$ cat config.mk
export PLATFORM = sky130hd
export DESIGN_NAME = ifx_fetch
export DESIGN_NICKNAME = d
export VERILOG_FILES = /design/src/rtl/ifx_pkg.sv /design/src/rtl/ifx_decode.sv /design/src/rtl/ifx_imm.sv /design/src/rtl/ifx_pc.sv /design/src/rtl/ifx_fetch.sv
export SDC_FILE = /design/constraint.sdc
export NUM_CORES = 1
export LEC_CHECK = 0
export ABC_AREA = 1
export BUFFER_PORTS_ARGS = -buffer_cell sky130_fd_sc_hd__buf_2
export CORE_MARGIN = 4
export CORE_UTILIZATION = 53
export CTS_CLUSTER_SIZE = 14
export DETAILED_ROUTE_END_ITERATION = 6
export PLACE_DENSITY = 0.87
export SYNTH_ARGS = -nofsm -noshare
export SYNTH_HDL_FRONTEND = slang
export SYNTH_SLANG_ARGS = --single-unit
$ cat constraint.sdc
create_clock -name clk -period 3.7 [get_ports clk]
set_input_delay 0.37 -clock clk [delete_from_list [all_inputs] [get_ports clk]]
set_output_delay 0.37 -clock clk [all_outputs]
set_load 0.005 [all_outputs]
$ cat src/rtl/ifx_pkg.sv
package ifx_pkg;

    localparam int OP_W  = 8;
    localparam int IMM_W = 16;

    // Where the operand of an instruction comes from
    typedef enum logic [1:0] {
        SRC_NONE = 2'd0,
        SRC_NIB  = 2'd1,
        SRC_BYTE = 2'd2,
        SRC_WORD = 2'd3
    } imm_src_e;

    typedef struct packed {
        logic     legal;
        imm_src_e src;
        logic     sext;
    } op_class_t;

    typedef enum logic [2:0] {
        ST_IDLE   = 3'd0,
        ST_OPCODE = 3'd1,
        ST_LOW    = 3'd2,
        ST_HIGH   = 3'd3,
        ST_HALT   = 3'd4,
        ST_FAULT  = 3'd5
    } fetch_state_e;

    function automatic logic [1:0] src_len(imm_src_e s);
        case (s)
            SRC_BYTE: return 2'd2;
            SRC_WORD: return 2'd3;
            default:  return 2'd1;
        endcase
    endfunction

endpackage

$ cat src/rtl/ifx_decode.sv
module ifx_decode
    import ifx_pkg::*;
(
    input  logic [OP_W-1:0] op,
    output op_class_t       cls
);

    always_comb begin
        cls.legal = 1'b1;
        cls.src   = SRC_NONE;
        cls.sext  = 1'b0;
        if (op inside {[8'h02:8'h05], 8'h2A, [8'h49:8'h4E],
                       8'h5A, 8'h5B, 8'h5C, 8'h5E, 8'h6C}) begin
            cls.src = SRC_WORD;
        end else if (op inside {[8'h10:8'h29], [8'h60:8'h6B], [8'hF4:8'hFD]}) begin
            // paired groups: even = word operand, odd = byte operand
            cls.src  = op[0] ? SRC_BYTE : SRC_WORD;
            cls.sext = op[0] && (op inside {[8'h16:8'h21], [8'hF8:8'hFD]});
        end else if (op inside {8'h2B, 8'h2E, 8'h2F, [8'h52:8'h54],
                                8'h5D, 8'h5F, 8'h6D}) begin
            cls.src = SRC_BYTE;
        end else if (op inside {[8'hA0:8'hEF]}) begin
            cls.src  = SRC_NIB;
            cls.sext = (op >= 8'hC0);
        end else if (op inside {8'h50, 8'h51, [8'h7A:8'h9F],
                                [8'hF0:8'hF3], 8'hFE, 8'hFF}) begin
            cls.legal = 1'b0;
        end
    end

endmodule

$ cat src/rtl/ifx_imm.sv
module ifx_imm
    import ifx_pkg::*;
#(
    parameter int NIB_W = 4
) (
    input  imm_src_e         src,
    input  logic             sext,
    input  logic [NIB_W-1:0] nib,
    input  logic [7:0]       lo,
    input  logic [7:0]       hi,
    output logic [IMM_W-1:0] imm
);

    localparam int NIB_PAD  = IMM_W - NIB_W;
    localparam int BYTE_PAD = IMM_W - 8;

    always_comb begin
        unique case (src)
            SRC_NIB:  imm = {{NIB_PAD{sext & nib[NIB_W-1]}}, nib};
            SRC_BYTE: imm = {{BYTE_PAD{sext & lo[7]}}, lo};
            SRC_WORD: imm = {hi, lo};
            default:  imm = '0;
        endcase
    end

endmodule

$ cat src/rtl/ifx_pc.sv
module ifx_pc #(
    parameter int ADDR_W = 16
) (
    input  logic              clk,
    input  logic              rst_n,
    input  logic              load,
    input  logic [ADDR_W-1:0] target,
    input  logic              step,
    output logic [ADDR_W-1:0] pc
);

    always_ff @(posedge clk) begin
        if (!rst_n)    pc <= '0;
        else if (load) pc <= target;
        else if (step) pc <= pc + 1'b1;
    end

endmodule

$ cat src/rtl/ifx_fetch.sv
module ifx_fetch
    import ifx_pkg::*;
#(
    parameter int                ADDR_W   = 16,
    parameter logic [ADDR_W-1:0] PC_LIMIT = 'hA000,
    parameter int                NIB_W    = 4
) (
    input  logic              clk,
    input  logic              rst_n,
    input  logic              fetch_req,
    input  logic              branch_load,
    input  logic [ADDR_W-1:0] branch_target,
    output logic              mem_rd,
    output logic [ADDR_W-1:0] mem_addr,
    input  logic [7:0]        mem_rdata,
    output logic              instr_valid,
    output logic [OP_W-1:0]   instr_opcode,
    output logic [IMM_W-1:0]  instr_imm,
    output logic [1:0]        instr_len,
    output logic [ADDR_W-1:0] instr_addr,
    output logic [ADDR_W-1:0] cur_pc,
    output logic              fetch_ready,
    output logic              illegal_op,
    output logic              pc_fault
);

    fetch_state_e      state_q, state_d;
    logic [ADDR_W-1:0] pc_q;
    logic [ADDR_W-1:0] start_q;
    logic [OP_W-1:0]   op_q;
    logic [7:0]        lo_q;
    logic [OP_W-1:0]   dec_op;
    logic [7:0]        lo_sel;
    op_class_t         cls;
    logic [IMM_W-1:0]  imm_w;
    logic              addr_ok;
    logic              rd_en;
    logic              finish;

    // one decoder: live byte while it arrives, held copy afterwards
    assign dec_op  = (state_q == ST_OPCODE) ? mem_rdata : op_q;
    assign lo_sel  = (state_q == ST_LOW) ? mem_rdata : lo_q;
    assign addr_ok = (pc_q <= PC_LIMIT);

    ifx_decode u_decode (
        .op  (dec_op),
        .cls (cls)
    );

    ifx_imm #(.NIB_W(NIB_W)) u_imm (
        .src  (cls.src),
        .sext (cls.sext),
        .nib  (dec_op[NIB_W-1:0]),
        .lo   (lo_sel),
        .hi   (mem_rdata),
        .imm  (imm_w)
    );

    ifx_pc #(.ADDR_W(ADDR_W)) u_pc (
        .clk    (clk),
        .rst_n  (rst_n),
        .load   (branch_load),
        .target (branch_target),
        .step   (rd_en),
        .pc     (pc_q)
    );

    // state register
    always_ff @(posedge clk) begin
        if (!rst_n) state_q <= ST_IDLE;
        else        state_q <= state_d;
    end

    // next state and read strobe
    always_comb begin
        state_d = state_q;
        rd_en   = 1'b0;
        finish  = 1'b0;
        unique case (state_q)
            ST_IDLE: begin
                if (fetch_req) begin
                    if (addr_ok) begin
                        rd_en   = 1'b1;
                        state_d = ST_OPCODE;
                    end else begin
                        state_d = ST_FAULT;
                    end
                end
            end
            ST_OPCODE: begin
                if (!cls.legal) begin
                    state_d = ST_HALT;
                end else if (cls.src == SRC_NONE || cls.src == SRC_NIB) begin
                    finish  = 1'b1;
                    state_d = ST_IDLE;
                end else if (addr_ok) begin
                    rd_en   = 1'b1;
                    state_d = ST_LOW;
                end else begin
                    state_d = ST_FAULT;
                end
            end
            ST_LOW: begin
                if (cls.src == SRC_BYTE) begin
                    finish  = 1'b1;
                    state_d = ST_IDLE;
                end else if (addr_ok) begin
                    rd_en   = 1'b1;
                    state_d = ST_HIGH;
                end else begin
                    state_d = ST_FAULT;
                end
            end
            ST_HIGH: begin
                finish  = 1'b1;
                state_d = ST_IDLE;
            end
            ST_HALT, ST_FAULT: state_d = state_q;
            default:           state_d = ST_IDLE;
        endcase
        if (branch_load) begin
            state_d = ST_IDLE;
            rd_en   = 1'b0;
            finish  = 1'b0;
        end
    end

    // capture registers and result outputs
    always_ff @(posedge clk) begin
        if (!rst_n) begin
            op_q         <= '0;
            lo_q         <= '0;
            start_q      <= '0;
            instr_valid  <= 1'b0;
            instr_opcode <= '0;
            instr_imm    <= '0;
            instr_len    <= 2'd0;
            instr_addr   <= '0;
        end else begin
            instr_valid <= finish;
            if (state_q == ST_IDLE && rd_en)         start_q <= pc_q;
            if (state_q == ST_OPCODE && !branch_load) op_q   <= mem_rdata;
            if (state_q == ST_LOW && !branch_load)    lo_q   <= mem_rdata;
            if (finish) begin
                instr_opcode <= dec_op;
                instr_imm    <= imm_w;
                instr_len    <= src_len(cls.src);
                instr_addr   <= start_q;
            end
        end
    end

    assign mem_rd      = rd_en;
    assign mem_addr    = pc_q;
    assign cur_pc      = pc_q;
    assign fetch_ready = (state_q == ST_IDLE);
    assign illegal_op  = (state_q == ST_HALT);
    assign pc_fault    = (state_q == ST_FAULT);

endmodule

==> results by group, run 1 <==
CTS
  • Maximum clock path buffer count: 2
  • Root Buffer: clkbuf_8
  • Post-CTS Resized: 0
  • CTS clock-pin slew for the worst setup and hold paths: 100 ps
  • Post-CTS Setup Inserts: 0
  • Clock Latency Late Sink: 390 ps
  • Number of hold buffers added after CTS: 0
  • Clock sinks: 94
  • Htree depth: 3
  • Num CTS Buffers: 9
  • CTS tree: done

Power and ir drop
  • Worst VDD drop: 0.181 mV
  • Register share of total power: 47.4%
  • Clock Power Share: 29.9%
  • Switching pwr: 824 uW
  • P_int: 1510 uW
  • Comb pwr share: 22.7%
  • Sw frac: 35.3%
  • Pwr dens: 401 nW/um2
  • Lkg Pwr: 0.00292 uW

Routing
  • Metal3 WL: 1230 um
  • DRC viols: 0
  • Routed met2 length: 6190 um
  • DRT iter0 DRCs: 376
  • Met1 WL: 6400 um
  • Wire per inst: 14.3 um
  • DRT Pass-1 Iters: 5
  • Vias: 5266
  • Post-route ant nets: 0
  • Max Used Layer: met4
  • Final WL: 14200 um
  • Vias/cell: 5.31

Logic synthesis
  • Top post-synthesis cells by area: dfxtp_1, nand2_1, nor2_1
  • Ys Warns: 0
  • Area leader, netlist: dfxtp_1
  • Seq cells post-synth: 94
  • Cell Area, Synth: 5170 um2
  • Syn Inst Count: 788
  • Synth top area share: 36.4%
  • Post-synth cell types: 39
  • Post-Syn Nets: 818
  • Seq/Total Area, Yosys: 36.4%
  • Syn avg cell area: 6.57 um2

STA
  • Worst Setup Slack, final: 317 ps
  • Worst-margin pin slew: 801 ps
  • TNS Setup: 0 ps
  • Final min period: 3380 ps
  • Final Hold Fails: 0
  • Worst Clk Skew: 10.1 ps
  • Period utilisation layout: 91.4%
  • Max Slew Vio Count: 0
  • FMAX: 296 MHz
  • Slew headroom: 46.4%
  • Hold_ws: 309 ps
  • # setup viols final: 0
  • RSZ-0062 raised after global routing: no

Layout
  • Antenna fix cells: 0
  • Post-route non-filler standard cell count: 992
  • P&R area growth vs syn: 12.3%
  • Share of cells above drive strength 1: 19.4%
  • Post-route core utilization: 62.0%
  • Nets: 888

Setup path
  • Slowest cell on crit path: dfxtp_1
  • Worst reg-to-reg path cell count: 19
  • Crit path launch type: flip-flop
  • Reg2Reg Setup Slack: 480 ps
  • Cell repeated most along the worst path: nand2_1
  • Setup CP Type: reg2out
  • CP Data Required Time: 3330 ps
  • CP Cell Sequence: inv_1, nand3_2, nand2_1, nand2_1, inv_2, nand2_1, nor2_1, nand3_1, nand4_1, nor2_2, nand2_4, nand3_4, a31oi_1, buf_2
  • Worst r2r src: state_q[2]
  • Top delay family on crit path: simple AND/OR/NAND/NOR gates
  • CP bufs+invs: 3
  • Worst EP arrival: 3010 ps
  • Slowest cell delay on critical path: 360 ps
  • Crit path capture type: output port
  • Crit Path Max Fanout: 13
  • Worst flop-to-flop path endpoint: instr_imm[13]

Min path
  • Hold Crit Class: in2reg
  • HP Start: mem_rdata[3]
  • Hold path depth: 3
  • Hold Crit Endpoint: op_q[3]

Floorplan
  • Starting density of the core: 55.2%
  • FP Rows: 35
  • Floorplan core area: 9370 um2
  • Die area: 11400 um2
  • I/O Pins: 107
  • Die Wd: 107 um
  • Die Ht: 107 um

Placement
  • Dpl ws: 463 ps
  • Number of port buffers: 106
  • Placer congestion estimate: 0.992
  • Dpl cells: 976
  • Hpwl dp: 10100 um

Run status
  • Outcome: finished, final reports clean

Global routing
  • Largest net degree at the start of global routing: 60
  • Antenna violations before repair: 0
  • Vias in the first global route: 4645
  • First-pass GRT wire length: 22800 um
  • GR Overflow Total: 0
  • Overall routing resource usage: 24.6%

Job
  • Max_cap viols: 0
## cell usage in the layout (no fill, tap or decap), types with 2 or more instances in the layout
cell        n
nand2_1   196
buf_4       5
dfxtp_1    94
inv_2      10
nor2_4      3
a31oi_1     2
or2_2       2
ha_1        2
clkbuf_8    9
nand4_1    25
o21ai_1     2
nor2_1    105
nand3b_1    2
inv_8       5
o21ai_0    69
nor2_2      4
nand3_1    40
xor2_1     13
inv_1      76
nand2_2    10
o211ai_1    2
a21oi_1    50
nor3_1     11
nand3_4     5
buf_2     106
## power groups by stage
stage	combinational [uW]	clock, uW	sequential (uW)
detailed placement	517	0	1130
CTS	522	702	1110
global placement	513	0	1130
floorplan	391	0	1120
global route	592	748	1110
finish	530	697	1110
## cell families (layout without fill, tap and decap cells)
group,Yosys count,after routing,share of synthesized area [%]
buffers and inverters,139,214,12.0
and+or+nand+nor,407,407,35.3
xor gates and xnor gates,14,14,2.37
DFF,94,94,36.4
AOI/OAI and AO/OA,131,131,13.3
muxes,1,1,0.193
adders and majority gates,2,2,0.483
## cells in the mapped netlist (all sizes together)
cell and instances:
o211ai 2, mux2i 1, nand3 46, or2 2, ha 2, nor2 113
o221a 1, a31oi 2, clkbuf 19, a31o 1, xor2 13, a22o 1
nor3 11, o21ai 71, a2111oi 1, xnor2 1, clkinv 1, nand4 26
nand2 207, dfxtp 94, inv 86, a21oi 50, a32o 1, nand3b 2
buf 33, o22ai 1
## layer usage
metal	vias up	GRT usage [%]
met5	-	0
met2	261	37.9
li1	2649	-
met1	2320	34.5
met3	36	4.39
met4	0	8.77
## worst max path at each step
stage	slack, ps	cells after the start	startpoint	to
5_1_grt	50	16	state_q[2]	mem_rd
3_3_place_gp	590	20	state_q[2]	instr_opcode[6]
4_1_cts	290	16	state_q[2]	mem_rd
3_5_place_dp	460	19	state_q[2]	instr_imm[13]
2_1_floorplan	1340	20	state_q[1]	instr_opcode[5]
6_report	320	14	state_q[2]	mem_rd
## layout make-up
type | count | area (um2)
Fill cell | 894 | 3560
Multi-Input combinational cell | 555 | 2680
Sequential cell | 94 | 1880
Timing Repair Buffer | 111 | 568
Inverter | 87 | 327
Tap cell | 129 | 161
Clock buffer | 9 | 124
Clock inverter | 7 | 72.6
## worst register-to-register path: stages (launching register included)
cell and delay (ps):
dfxtp_1 360, inv_1 260, nand3_2 280, nand2_1 120, nand2_1 270, nand2_1 160
nor2_1 60, nand2_1 50, nand3_1 70, nand2_1 120, nand2_2 90, inv_1 90
nand2_2 70, nand3_4 120, nand2_1 60, nand3_1 80, nand2_2 60, inv_2 520
nand2_1 150, a21oi_1 170
## registers in the layout, summed over array words and instances (netlist names)
name and count:
instr_opcode 8, instr_imm 16, instr_len 2, op_q 8, instr_valid 1, instr_addr 16, start_q 16, state_q 3
u_pc.pc 16, lo_q 8
## stage by stage
step / total power, uW / instance area, um2
2_1_floorplan: 1510 / 5170
5_1_grt: 2450 / 5810
6_report: 2330 / 5810
3_5_place_dp: 1650 / 5610
4_1_cts: 2330 / 5810
3_3_place_gp: 1640 / 5610
(Power assumes the default switching activity.)
==> run 2: changes to the inputs <==
--- a/config.mk
+++ b/config.mk
@@ -8,10 +8,10 @@
 export ABC_AREA = 1
 export BUFFER_PORTS_ARGS = -buffer_cell sky130_fd_sc_hd__buf_2
 export CORE_MARGIN = 4
-export CORE_UTILIZATION = 53
+export CORE_UTILIZATION = 60
 export CTS_CLUSTER_SIZE = 14
 export DETAILED_ROUTE_END_ITERATION = 6
-export PLACE_DENSITY = 0.87
+export PLACE_DENSITY = 0.95
 export SYNTH_ARGS = -nofsm -noshare
 export SYNTH_HDL_FRONTEND = slang
 export SYNTH_SLANG_ARGS = --single-unit
==> results by group, run 2 (synthesized netlist as in run 1, its figures left out) <==
Routing
  • Vias: 5286 (+0.38%)
  • DRT iter0 DRCs: 504 (+34%)
  • Wire per inst: 14.3 um (+0.14%)
  • DRT Pass-1 Iters: 5 (unchanged)
  • Vias/cell: 5.47 (+3.0%)
  • Final WL: 13800 um (-2.4%)
  • DRC viols: 0 (unchanged)
  • Post-route ant nets: 0 (unchanged)

Layout
  • Final std cell area, no fill: 5830 um2 (+0.32%)
  • Nets: 887 (-0.11%)
  • Share of cells above drive strength 1: 19.1% (-0.21 points)
  • Most common cell after layout, fill and taps aside: nand2_1
  • Post-route core utilization: 70.2% (+8.2 points)
  • Post-route non-filler standard cell count: 967 (-2.5%)
  • Area occupied by multi-input gates: 2670 um2 (about the same)
  • P&R area growth vs syn: 12.6%
  • Sequential cell area: 1880 um2 (unchanged)
  • Antenna fix cells: 0 (unchanged)
  • Most frequent cells in the layout: nand2_1, buf_2, nor2_1
  • Filler instances: 715 (-20%)

CTS
  • CTS clock-pin slew for the worst setup and hold paths: 90 ps (about the same)
  • Clock sinks: 94 (unchanged)
  • Num CTS Buffers: 9 (unchanged)
  • CTS tree: done
  • Maximum clock path buffer count: 2 (unchanged)
  • Post-CTS Setup Inserts: 0 (unchanged)
  • Clock Latency Late Sink: 370 ps (-20 ps)
  • Htree depth: 3 (unchanged)
  • Number of hold buffers added after CTS: 0 (unchanged)
  • Root Buffer: clkbuf_8

Placement
  • Dpl cells: 951 (-2.6%)
  • Number of port buffers: 106 (unchanged)
  • Placer congestion estimate: 0.975 (-1.7%)
  • Hpwl dp: 9750 um (-3.7%)
  • DP Area: 5570 um2 (-0.67%)

Setup path
  • Slowest cell delay on critical path: 350 ps (about the same)
  • Worst EP arrival: 3040 ps (+30 ps)
  • Worst flop-to-flop path endpoint: instr_opcode[1]
  • Reg2Reg Setup Slack: 450 ps (-30 ps)
  • Setup CP Type: reg2out
  • CP Data Required Time: 3330 ps (about the same)
  • Crit path capture type: output port
  • Crit Path Max Fanout: 13 (unchanged)
  • CP bufs+invs: 4 (+1)
  • Top delay family on crit path: simple AND/OR/NAND/NOR gates
  • Cell repeated most along the worst path: nand2_1
  • Worst r2r src: state_q[2]
  • Worst reg-to-reg path cell count: 20 (+1)
  • Crit path launch type: flip-flop
  • CP Cell Sequence: inv_1, nand3_2, nand2_1, nand2_1, inv_2, nor2_4, nand2_1, nand2_1, nand2_1, inv_1, nor2_2, nor2_4, nand2_4, nand3_4, a31oi_1, buf_2
  • Slowest cell on crit path: dfxtp_1

Min path
  • Hold path depth: 3 (unchanged)
  • Hold Crit Class: in2reg
  • Hold Crit Endpoint: op_q[3]
  • HP Start: mem_rdata[3]

Global routing
  • GR Overflow Total: 0 (unchanged)
  • Largest net degree at the start of global routing: 60 (unchanged)
  • Antenna violations before repair: 0 (unchanged)
  • Vias in the first global route: 4681 (+0.78%)
  • Overall routing resource usage: 27.5% (+2.9 points)
  • First-pass GRT wire length: 22500 um (-1.1%)

Floorplan
  • Die Ht: 101 um (-5.6%)
  • Die Wd: 101 um (-5.6%)
  • FP Rows: 33 (-5.7%)
  • Floorplan core area: 8300 um2 (-11%)
  • I/O Pins: 107 (unchanged)
  • Starting density of the core: 62.4% (+7.1 points)
  • Die area: 10200 um2 (-11%)

Power and ir drop
  • Worst VDD drop: 0.230 mV (+27%)
  • Switching pwr: 773 uW (-6.2%)
  • Lkg Pwr: 0.00294 uW (+0.71%)
  • Clock Power Share: 34.3% (+4.4 points)
  • Register share of total power: 44.5% (-2.9 points)
  • Sw frac: 31.1% (-4.2 points)
  • Pwr dens: 426 nW/um2 (+6.1%)
  • P_int: 1710 uW (+13%)
  • Comb pwr share: 21.2% (-1.5 points)

STA
  • Worst Clk Skew: 9.20 ps (-0.889 ps)
  • Worst-margin pin slew: 830 ps (+29.1 ps)
  • TNS Setup: 0 ps (unchanged)
  • Period utilisation layout: 92.2% (+0.72 points)
  • Final min period: 3410 ps (+26.8 ps)
  • Final Hold Fails: 0 (unchanged)
  • # setup viols final: 0 (unchanged)
  • Max Slew Vio Count: 0 (unchanged)
  • FMAX: 293 MHz (-0.79%)
  • RSZ-0062 raised after global routing: no
  • Slew headroom: 44.4% (-1.9 points)

Job
  • Max_cap viols: 0 (unchanged)

Run status
  • Outcome: finished, final reports clean
run 2: cell count changes in the layout (fill, tap and decap cells not counted), sizes merged:
cell	change
bufinv	+3
inv	-3
buf	-1
clkbuf	+1
clkinv	-1
run 2: worst reg2reg max path: cells and delay by family (launching register included):
kind,cells,cell delay (ps)
and+or+nand+nor,15,1810
buffers and inverters,4,870
DFF,1,350
AOI/OAI and AO/OA,1,150
run 2: cell type report:
cell class | count | share of cell area (%)
flip-flops and latches | 94 | 32.3
multi-input cells | 555 | 45.9
repair buffers | 110 | 9.62
inverters | 87 | 5.64
well taps | 105 | 2.25
clock buffers | 10 | 2.36
clock inverters | 6 | 1.97
run 2: power by group through the flow:
stage                     logic [uW]  clock network [uW]  registers, uW
after floorplan                  391                   0           1120
after global placement           504                   0           1130
after detailed placement         513                   0           1130
after CTS                        520                 854           1100
after global routing             590                 894           1110
final                            527                 851           1110
run 2: worst max-delay path by stage:
stage	cells after the start	from	end
2_1_floorplan	20	state_q[1]	instr_opcode[5]
3_3_place_gp	19	state_q[2]	instr_imm[4]
6_report	16	state_q[2]	mem_rd
4_1_cts	16	state_q[2]	mem_rd
5_1_grt	17	state_q[2]	mem_rd
3_5_place_dp	19	state_q[2]	instr_imm[9]
run 2: metrics by stage:
step	worst slack, ps	hold WS, ps	total power, uW
6_report	290	308	2480
5_1_grt	27.0	317	2600
4_1_cts	345	296	2480
3_5_place_dp	463	453	1640
3_3_place_gp	618	447	1630
2_1_floorplan	1340	430	1510
run 2: timing repair:
action | in CTS | in global routing
resized for setup | 0 | 2
endpoints found under the hold margin | 0 | 0
setup endpoints to repair | 0 | 2
run 2: metal layers:
metal / share of wire (%) / vias up / global-route usage [%] / routed length, um
met1: 45 / 2345 / 39.2 / 6280
met2: 44 / 269 / 42.3 / 6040
met4: 1.6 / 0 / 7.67 / 222
met5: 0 / - / 0 / 0
met3: 9.4 / 27 / 5.26 / 1300
li1: - / 2645 / - / -
==> run 3: changes to the inputs <==
--- a/config.mk
+++ b/config.mk
@@ -11,6 +11,7 @@
 export CORE_UTILIZATION = 60
 export CTS_CLUSTER_SIZE = 14
 export DETAILED_ROUTE_END_ITERATION = 6
+export MAX_ROUTING_LAYER = met4
 export PLACE_DENSITY = 0.95
 export SYNTH_ARGS = -nofsm -noshare
 export SYNTH_HDL_FRONTEND = slang
==> results by group, run 3 (synthesized netlist as in run 1, its figures left out) <==
Layout
  • Final std cell area, no fill: 5800 um2 (-0.49%)
  • Post-route core utilization: 69.9% (-0.35 points)
  • Nets: 887 (unchanged)
  • Most common cell after layout, fill and taps aside: nand2_1
  • Share of cells above drive strength 1: 19.0% (-0.094 points)
  • Filler instances: 703 (-1.7%)
  • Sequential cell area: 1880 um2 (unchanged)
  • Antenna fix cells: 0 (unchanged)
  • P&R area growth vs syn: 12.1%
  • Area occupied by multi-input gates: 2680 um2 (+0.28%)
  • Most frequent cells in the layout: nand2_1, buf_2, nor2_1

Placement
  • Hpwl dp: 9790 um (+0.45%)
  • Number of port buffers: 106 (unchanged)
  • Placer congestion estimate: 0.975 (about the same)
  • DP Area: 5570 um2 (unchanged)

Setup path
  • Setup CP Type: reg2out
  • Worst EP arrival: 3080 ps (+40 ps)
  • CP Data Required Time: 3330 ps (about the same)
  • Crit Path Max Fanout: 11 (-2)
  • Crit path launch type: flip-flop
  • Top delay family on crit path: simple AND/OR/NAND/NOR gates
  • Worst r2r src: state_q[0]
  • Critical path startpoint: state_q[0]
  • CP Cell Sequence: inv_2, nor2_4, nand3_1, nand2_1, inv_2, nor2_4, nand2_1, nand3_1, nand2_1, inv_2, nand2_2, inv_1, nand2_2, nand3_4, nand3_4, a31oi_1, buf_2
  • Crit path capture type: output port
  • Slowest cell delay on critical path: 510 ps (+160 ps)
  • Slowest cell on crit path: dfxtp_1
  • CP bufs+invs: 5 (+1)

CTS
  • Num CTS Buffers: 9 (unchanged)
  • Clock sinks: 94 (unchanged)
  • Root Buffer: clkbuf_8
  • Clock Latency Late Sink: 370 ps (about the same)
  • Maximum clock path buffer count: 2 (unchanged)
  • Htree depth: 3 (unchanged)
  • CTS clock-pin slew for the worst setup and hold paths: 100 ps (about the same)
  • CTS tree: done

Routing
  • DRC viols: 0 (unchanged)
  • Wire per inst: 14.4 um (+0.97%)
  • Post-route ant nets: 0 (unchanged)
  • Vias/cell: 5.61 (+2.6%)
  • Final WL: 14000 um (+0.87%)
  • Vias: 5417 (+2.5%)
  • DRT Pass-1 Iters: 7 (+2)
  • DRT iter0 DRCs: 358 (-29%)

STA
  • Final min period: 3450 ps (+34.8 ps)
  • Worst-margin pin slew: 859 ps (+28.3 ps)
  • Final Hold Fails: 0 (unchanged)
  • TNS Setup: 0 ps (unchanged)
  • Period utilisation layout: 93.1% (+0.94 points)
  • Slew headroom: 42.5% (-1.9 points)
  • # setup viols final: 0 (unchanged)
  • FMAX: 290 MHz (-1.0%)
  • RSZ-0062 raised after global routing: no
  • Max Slew Vio Count: 0 (unchanged)
  • Worst Clk Skew: 11.7 ps (+2.50 ps)

Min path
  • HP Start: mem_rdata[3]
  • Hold Crit Class: in2reg

Floorplan
  • Die Wd: 101 um (unchanged)
  • Starting density of the core: 62.4% (unchanged)
  • I/O Pins: 107 (unchanged)
  • FP Rows: 33 (unchanged)
  • Die Ht: 101 um (unchanged)
  • Floorplan core area: 8300 um2 (unchanged)
  • Die area: 10200 um2 (unchanged)

Global routing
  • Overall routing resource usage: 28.8% (+1.4 points)
  • GR Overflow Total: 0 (unchanged)
  • First-pass GRT wire length: 23000 um (+2.0%)
  • Largest net degree at the start of global routing: 60 (unchanged)
  • Antenna violations before repair: 0 (unchanged)
  • Vias in the first global route: 4903 (+4.7%)

Job
  • Max_cap viols: 0 (unchanged)

Power and ir drop
  • Lkg Pwr: 0.00292 uW (-0.68%)
  • Pwr dens: 414 nW/um2 (-2.8%)
  • Worst VDD drop: 0.196 mV (-15%)
  • Power Total: 2400 uW (-3.2%)

Run status
  • Outcome: finished, final reports clean
## run 3: stage by stage
step           instances  hold slack [ps]  setup slack [ps]
3_5_place_dp         951              449               478
6_report             966              310               255
5_1_grt              966              314              52.4
3_3_place_gp         951              446               554
2_1_floorplan        788              430              1340
4_1_cts              966              289               279
## run 3: what timing repair did
action,4_1_cts,5_1_grt
gates resized for setup,0,1
setup buffers,0,0
endpoints found under the hold margin,0,0
hold buffers,0,0
endpoints found under the setup margin,0,2
## run 3: worst register-to-register path: stages, from the launching register on
cell,delay [ps]
dfxtp_1,510
inv_2,110
nor2_4,180
nand3_1,100
nand2_1,340
inv_2,130
nor2_4,150
nand2_1,120
nand3_1,100
nand2_1,60
inv_2,60
nand2_2,60
inv_1,90
nand2_2,70
nand3_4,120
nand2_1,60
nand3_1,80
nand2_2,70
inv_2,540
nand2_1,150
a21oi_1,160
## run 3: path summary, 6_finish.rpt
path,cells after the start,slack (ps),to
setup / recovery,17,250,mem_rd
setup reg to reg,20,360,instr_imm[6]
hold reg to reg,2,460,instr_opcode[2]
hold / removal,3,310,op_q[3]
## run 3: where the power goes
part	switching (uW)	total [uW]	leakage [uW]	internal, uW
combinational	352	527	0.00205	175
sequential	42.8	1110	0.000764	1060
clock	386	769	0.000103	383
total	781	2400	0.00292	1620
## run 3: routing by layer
layer,up-vias,global-route usage (%),share of wire (%)
li1,2643,-,-
met1,2408,38.2,43
met2,310,43.9,44
met3,56,5.05,10
met4,0,11.1,3.0
met5,-,-,0
## run 3: final cells by class
| type | count | share of cell area (%) |
|---|---|---|
| timing repair buffer | 110 | 9.66 |
| sequential | 94 | 32.4 |
| inverter | 87 | 5.63 |
| multi-input combinational | 555 | 46.2 |
| clock buffer | 9 | 2.14 |
| tap | 105 | 2.26 |
| clock inverter | 6 | 1.64 |
